File: config.mk
export PLATFORM = sky130hd
export DESIGN_NAME = pwr_mode_seq
export DESIGN_NICKNAME = d
export VERILOG_FILES = /design/src/rtl/pwr_mode_seq.sv
export SDC_FILE = /design/constraint.sdc
export NUM_CORES = 1
export LEC_CHECK = 0
export ABC_AREA = 1
export BUFFER_PORTS_ARGS = -buffer_cell sky130_fd_sc_hd__buf_2
export CORE_MARGIN = 3
export CORE_UTILIZATION = 58
export CTS_CLUSTER_DIAMETER = 150
export DETAILED_ROUTE_END_ITERATION = 12
export PLACE_DENSITY_LB_ADDON = 0.3
export REMOVE_ABC_BUFFERS = 1
export SLEW_MARGIN = 20
export SYNTH_ARGS = -nofsm -noshare
export SYNTH_HDL_FRONTEND = slang
export SYNTH_SLANG_ARGS = --single-unit
File: constraint.sdc
create_clock -name clk -period 2.1 [get_ports clk]
set_input_delay 0.525 -clock clk [delete_from_list [all_inputs] [get_ports clk]]
set_output_delay 0.525 -clock clk [all_outputs]
set_load 0.01 [all_outputs]
File: src/rtl/pwr_mode_seq.sv
module pwr_mode_seq #(
  parameter int NMOD    = 4,
  parameter int DW      = 16,
  parameter int RST_CYC = 4,
  parameter int TMO_RST = 100
) (
  input  logic            clk,
  input  logic            rst_n,
  input  logic            pwr_good,
  input  logic            pll_lock,
  input  logic            wake_evt,
  input  logic            irq_pending,
  input  logic            wr_en,
  input  logic [1:0]      wr_addr,
  input  logic [DW-1:0]   wr_data,
  output logic [2:0]      cur_state,
  output logic            err_flag,
  output logic            supply_en,
  output logic            pll_en,
  output logic            cpu_clk_en,
  output logic            sys_rst,
  output logic [NMOD-1:0] mod_clk_en
);

  localparam logic [2:0] C_DEAD  = 3'd0;
  localparam logic [2:0] C_COMA  = 3'd1;
  localparam logic [2:0] C_SLEEP = 3'd2;
  localparam logic [2:0] C_DOZE  = 3'd3;
  localparam logic [2:0] C_FULL  = 3'd4;
  localparam logic [DW-1:0] RST_LAST = DW'(RST_CYC - 1);
  localparam logic [DW-1:0] TMO_INIT = DW'(TMO_RST);

  typedef enum logic [2:0] {
    S_DEAD, S_RST, S_COMA, S_SLEEP, S_DOZE, S_FULL, S_LOCK
  } st_t;

  st_t            st_q, st_d;
  logic [DW-1:0]  cnt_q, cnt_d;
  logic [2:0]     src_q, src_d;
  logic [DW-1:0]  tmo_q;
  logic [NMOD-1:0] men_q;
  logic           err_q;
  logic           tmo_hit;

  wire            mode_wr = wr_en && (wr_addr == 2'd0);
  wire [2:0]      req     = wr_data[2:0];
  wire            req_ok  = (wr_data[DW-1:3] == '0);
  logic           legal;

  always_comb begin
    case (st_q)
      S_FULL:           legal = req_ok && (req == C_COMA || req == C_SLEEP || req == C_DOZE);
      S_SLEEP, S_DOZE:  legal = req_ok && (req == C_FULL);
      default:          legal = 1'b0;
    endcase
  end

  function automatic st_t back_to(input logic [2:0] code);
    case (code)
      C_COMA:  return S_COMA;
      C_SLEEP: return S_SLEEP;
      default: return S_DEAD;
    endcase
  endfunction

  always_comb begin
    st_d    = st_q;
    cnt_d   = cnt_q;
    src_d   = src_q;
    tmo_hit = 1'b0;
    if (!pwr_good) begin
      st_d = S_DEAD;
    end else begin
      case (st_q)
        S_DEAD: begin
          st_d  = S_RST;
          cnt_d = '0;
          src_d = C_DEAD;
        end
        S_RST: begin
          if (cnt_q == RST_LAST) begin
            st_d  = S_LOCK;
            cnt_d = '0;
          end else begin
            cnt_d = cnt_q + 1'b1;
          end
        end
        S_LOCK: begin
          if (pll_lock) begin
            st_d = S_FULL;
          end else if (cnt_q == tmo_q) begin
            st_d    = back_to(src_q);
            tmo_hit = 1'b1;
          end else begin
            cnt_d = cnt_q + 1'b1;
          end
        end
        S_COMA: begin
          if (wake_evt) begin
            st_d  = S_LOCK;
            cnt_d = '0;
            src_d = C_COMA;
          end
        end
        S_SLEEP: begin
          if (mode_wr && legal) begin
            st_d  = S_LOCK;
            cnt_d = '0;
            src_d = C_SLEEP;
          end
        end
        S_DOZE: begin
          if (irq_pending || wake_evt || (mode_wr && legal)) st_d = S_FULL;
        end
        S_FULL: begin
          if (mode_wr && legal) begin
            case (req)
              C_COMA:  st_d = S_COMA;
              C_SLEEP: st_d = S_SLEEP;
              default: st_d = S_DOZE;
            endcase
          end
        end
        default: st_d = S_DEAD;
      endcase
    end
  end

  always_ff @(posedge clk or negedge rst_n) begin
    if (!rst_n) begin
      st_q  <= S_DEAD;
      cnt_q <= '0;
      src_q <= C_DEAD;
      tmo_q <= TMO_INIT;
      men_q <= '1;
      err_q <= 1'b0;
    end else begin
      st_q  <= st_d;
      cnt_q <= cnt_d;
      src_q <= src_d;
      if (wr_en && wr_addr == 2'd1) men_q <= wr_data[NMOD-1:0];
      if (wr_en && wr_addr == 2'd2) tmo_q <= wr_data;
      if ((mode_wr && !legal) || tmo_hit) err_q <= 1'b1;
      else if (wr_en && wr_addr == 2'd3 && wr_data[0]) err_q <= 1'b0;
    end
  end

  always_comb begin
    case (st_q)
      S_COMA:  cur_state = C_COMA;
      S_SLEEP: cur_state = C_SLEEP;
      S_DOZE:  cur_state = C_DOZE;
      S_FULL:  cur_state = C_FULL;
      S_LOCK:  cur_state = src_q;
      default: cur_state = C_DEAD;
    endcase
  end

  assign err_flag   = err_q;
  assign supply_en  = (st_q != S_DEAD);
  assign pll_en     = (st_q == S_RST) || (st_q == S_LOCK) || (st_q == S_DOZE) || (st_q == S_FULL);
  assign sys_rst    = (st_q == S_DEAD) || (st_q == S_RST);
  assign cpu_clk_en = (st_q == S_FULL) && irq_pending;
  assign mod_clk_en = (st_q == S_FULL || st_q == S_DOZE) ? men_q : '0;

endmodule

==> flow_summary_export.csv <==
group,metric,value,unit
outcome,status,"finished clean",
critical_path,rrSetupSlack,220,ps
critical_path,cp-start-kind,"flop",
sta,setup_violations,0,
grt,grt_pass1_vias,2249,
logic_synthesis,synth_compound_area_share,10.5,%
clocking,cts_buffers,5,
placed_design,dp_hpwl,4.70,mm
critical_path,path_max_fanout,6,
sta,fin_setup_tns,0,ps
sta,final_max_slew_viol_count,0,
die,die-height,74.6,um
placed_design,port_buffers,36,
clocking,cts_max_path_buffers,2,
critical_path,reg2reg_to,"cnt_q[14]",
clocking,cts_tree,"yes",
drt,wl_per_cell,13.6,um
logic_synthesis,synthTopCellsByArea,"dfrtp_1, nand2_1, dfstp_2, xnor2_1, inv_1",
die,die_area,5560,um2
clocking,htreeDepth,2,
power,vdd.ir_drop.worst,0.713,mV
sta,finalCritPeriodShare,96.9,%
placed_design,gp_congestion,0.927,
logic_synthesis,synth_top_family_by_area,"simple AND/OR/NAND/NOR gates",
clocking,cts_num_sinks,42,
sta,fin_crit,2030,ps
sta,skew,6.78,ps
power,p_per_area,881,nW/um2
grt,overflow,0,
sta,grt_setup_unrepaired,"false",
logic_synthesis,synth_flop_cell,"dfrtp_1",
clocking,cts-root-buf,"clkbuf_8",
critical_path,worstReg2RegStart,"st_q[0]",
grt,grt_antenna_before_repair,0,
drt,via_per_inst,5.51,
grt,grt_pass1_wl,10.0,mm
finish,fin_util,69.2,%
drt,ant_nets,0,
clocking,clock_latency,300,ps
logic_synthesis,synthAdderAreaFrac,0.917,%
critical_path,endpoint_kind,"output port",
logic_synthesis,synth-xor-area-share,8.99,%
drt,drt_first_pass_iters,4,
die,rows,24,
critical_path,critical_path_required,1570,ps
finish,diodes,0,
die,initial_utilization,61.4,%
logic_synthesis,yosysTopAreaCellShare,32.1,%
logic_synthesis,synth-seq-cells,42,
logic_synthesis,synth-simple-area-share,28.5,%
logic_synthesis,async_flop_share,100,%
clocking,hold_buffers,0,
logic_synthesis,synthMuxAreaShare,4.13,%
clocking,cts_setup_buffers,0,
sta,max_freq,492,MHz
logic_synthesis,ys_warn_count,0,
finish,layout.nets,422,
logic_synthesis,yosysTopAreaCell,"dfrtp_1",
finish,fillers,399,
logic_synthesis,ys_seq_area_share,38.8,%
finish,synthToLayoutAreaGrowth,12.7,%
logic_synthesis,synth.distinct_cells,34,
logic_synthesis,synthMostInstantiatedCell,"nand2_1",
drt,drtIter0Drc,148,
grt,grt_max_degree,23,
flow_run,drv_cap,0,
finish,layout-drive-gt1-share,21.7,%
clocking,clkTransAtPathRegs,80,ps
logic_synthesis,synth_area,2730,um2
min_path,hold_class,"primary input to async pin",
die,pin_count,37,
critical_path,r2r_cells,10,
drt,routed_wl,6.08,mm
drt,drc,0,
die,coreArea,4440,um2
logic_synthesis,synth_edf_count,0,
critical_path,cp_data_arrival_time,1510,ps
sta,worstMarginPinSlew,484,ps
sta,slew-limit-headroom,67.8,%
die,die_width,74.6,um
power,p_leak,1.40,nW
logic_synthesis,syn_inst,359,
sta,finalHoldViolCount,0,
drt,vias,2468,
grt,track_usage,23.5,%
logic_synthesis,synth_common_cells,"nand2_1, inv_1, dfrtp_1, nor2_1, o21ai_0",
logic_synthesis,syn_area_per_cell,7.60,um2
critical_path,crit_type,"flop to output port",
==> layout make-up <==
cell class	count	area, um2	area share, %
clock inverter	1	5.00	0.163
tap	52	65.1	2.11
timing repair buffer	43	245	7.97
inverter	42	158	5.12
multi-input combinational	261	1450	47.3
clock buffer	7	86.3	2.81
sequential	42	1060	34.6
==> metrics by stage <==
stage,power [W],worst slack [ps],cells,hold slack [ps],cell area (um2)
finish,0.00271,65.5,448,177,3080
global route,0.00291,4.79,448,206,3080
CTS,0.00270,0.0613,448,195,3070
detailed placement,0.00215,93.5,440,495,2980
global placement,0.00213,136,440,472,2980
floorplan,0.00179,236,345,229,2670
==> timing repair <==
item	4_1_cts	5_1_grt
gates resized for setup	0	4
setup endpoints to repair	0	17
hold endpoints to repair	0	0
==> critical path: stages, from the launching register on <==
cell	delay (ps)
dfrtp_2	470
inv_1	90
nand2_1	90
nor2_2	120
inv_1	70
o211ai_1	200
buf_2	170
==> where the power goes <==
group | internal (W) | total (W) | switching, W | leakage, nW
logic | 0.000407 | 0.00106 | 0.000651 | 0.828
clock network | 0.000266 | 0.000545 | 0.000279 | 0.0482
registers | 0.000959 | 0.00111 | 0.000148 | 0.526
total | 0.00163 | 0.00271 | 0.00108 | 1.40
==> worst max-delay path by stage <==
stage / startpoint / end / slack [ps] / cells past startpoint
global route: st_q[0] / cur_state[0] / 5 / 6
detailed placement: wr_data[6] / cnt_q[14] / 90 / 11
floorplan: st_q[2] / cur_state[0] / 240 / 4
finish: st_q[0] / cur_state[0] / 70 / 6
global placement: wr_data[6] / cnt_q[14] / 140 / 11
CTS: st_q[2] / cur_state[0] / 0.06 / 5
==> cells in the final DEF, fill, tap and decap left out, types with 2 or more instances in the layout <==
| cell type | count |
|---|---|
| nor2_1 | 30 |
| buf_4 | 6 |
| o21ai_1 | 13 |
| buf_2 | 36 |
| nand4_1 | 11 |
| o21ai_0 | 19 |
| dfrtp_1 | 32 |
| dfstp_2 | 7 |
| xor2_1 | 11 |
| inv_1 | 38 |
| dfrtp_2 | 3 |
| nand2_2 | 3 |
| clkbuf_8 | 6 |
| nor3_1 | 14 |
| inv_2 | 3 |
| nand2_1 | 78 |
| xnor2_1 | 17 |
| nand3_1 | 16 |
| ha_1 | 2 |
| nor2_2 | 2 |
| o211ai_1 | 5 |
| mux2_2 | 10 |
| nand3_2 | 4 |
| a31oi_1 | 2 |
| nor4_1 | 4 |
| a21oi_1 | 11 |
| o21bai_1 | 2 |
==> sequential cells by signal, indices dropped and copies added (netlist names) <==
signal,count
src_q,2
st_q,3
tmo_q,16
err_flag,1
cnt_q,16
men_q,4
==> cells by family (layout without fill, tap and decap cells) <==
group | Yosys count | count (layout)
adders and majority gates | 2 | 2
AOI/OAI and AO/OA | 53 | 53
xor gates and xnor gates | 28 | 28
DFF | 42 | 42
muxes | 10 | 10
and+or+nand+nor | 168 | 168
buffers and inverters | 56 | 93
==> metal layers <==
layer | wire length, um | global-route usage (%)
met1 | 2830 | 32.4
met2 | 2850 | 39.1
met3 | 333 | 2.84
met4 | 63 | 6.52
met5 | 0 | 0
(Power assumes the default switching activity.)
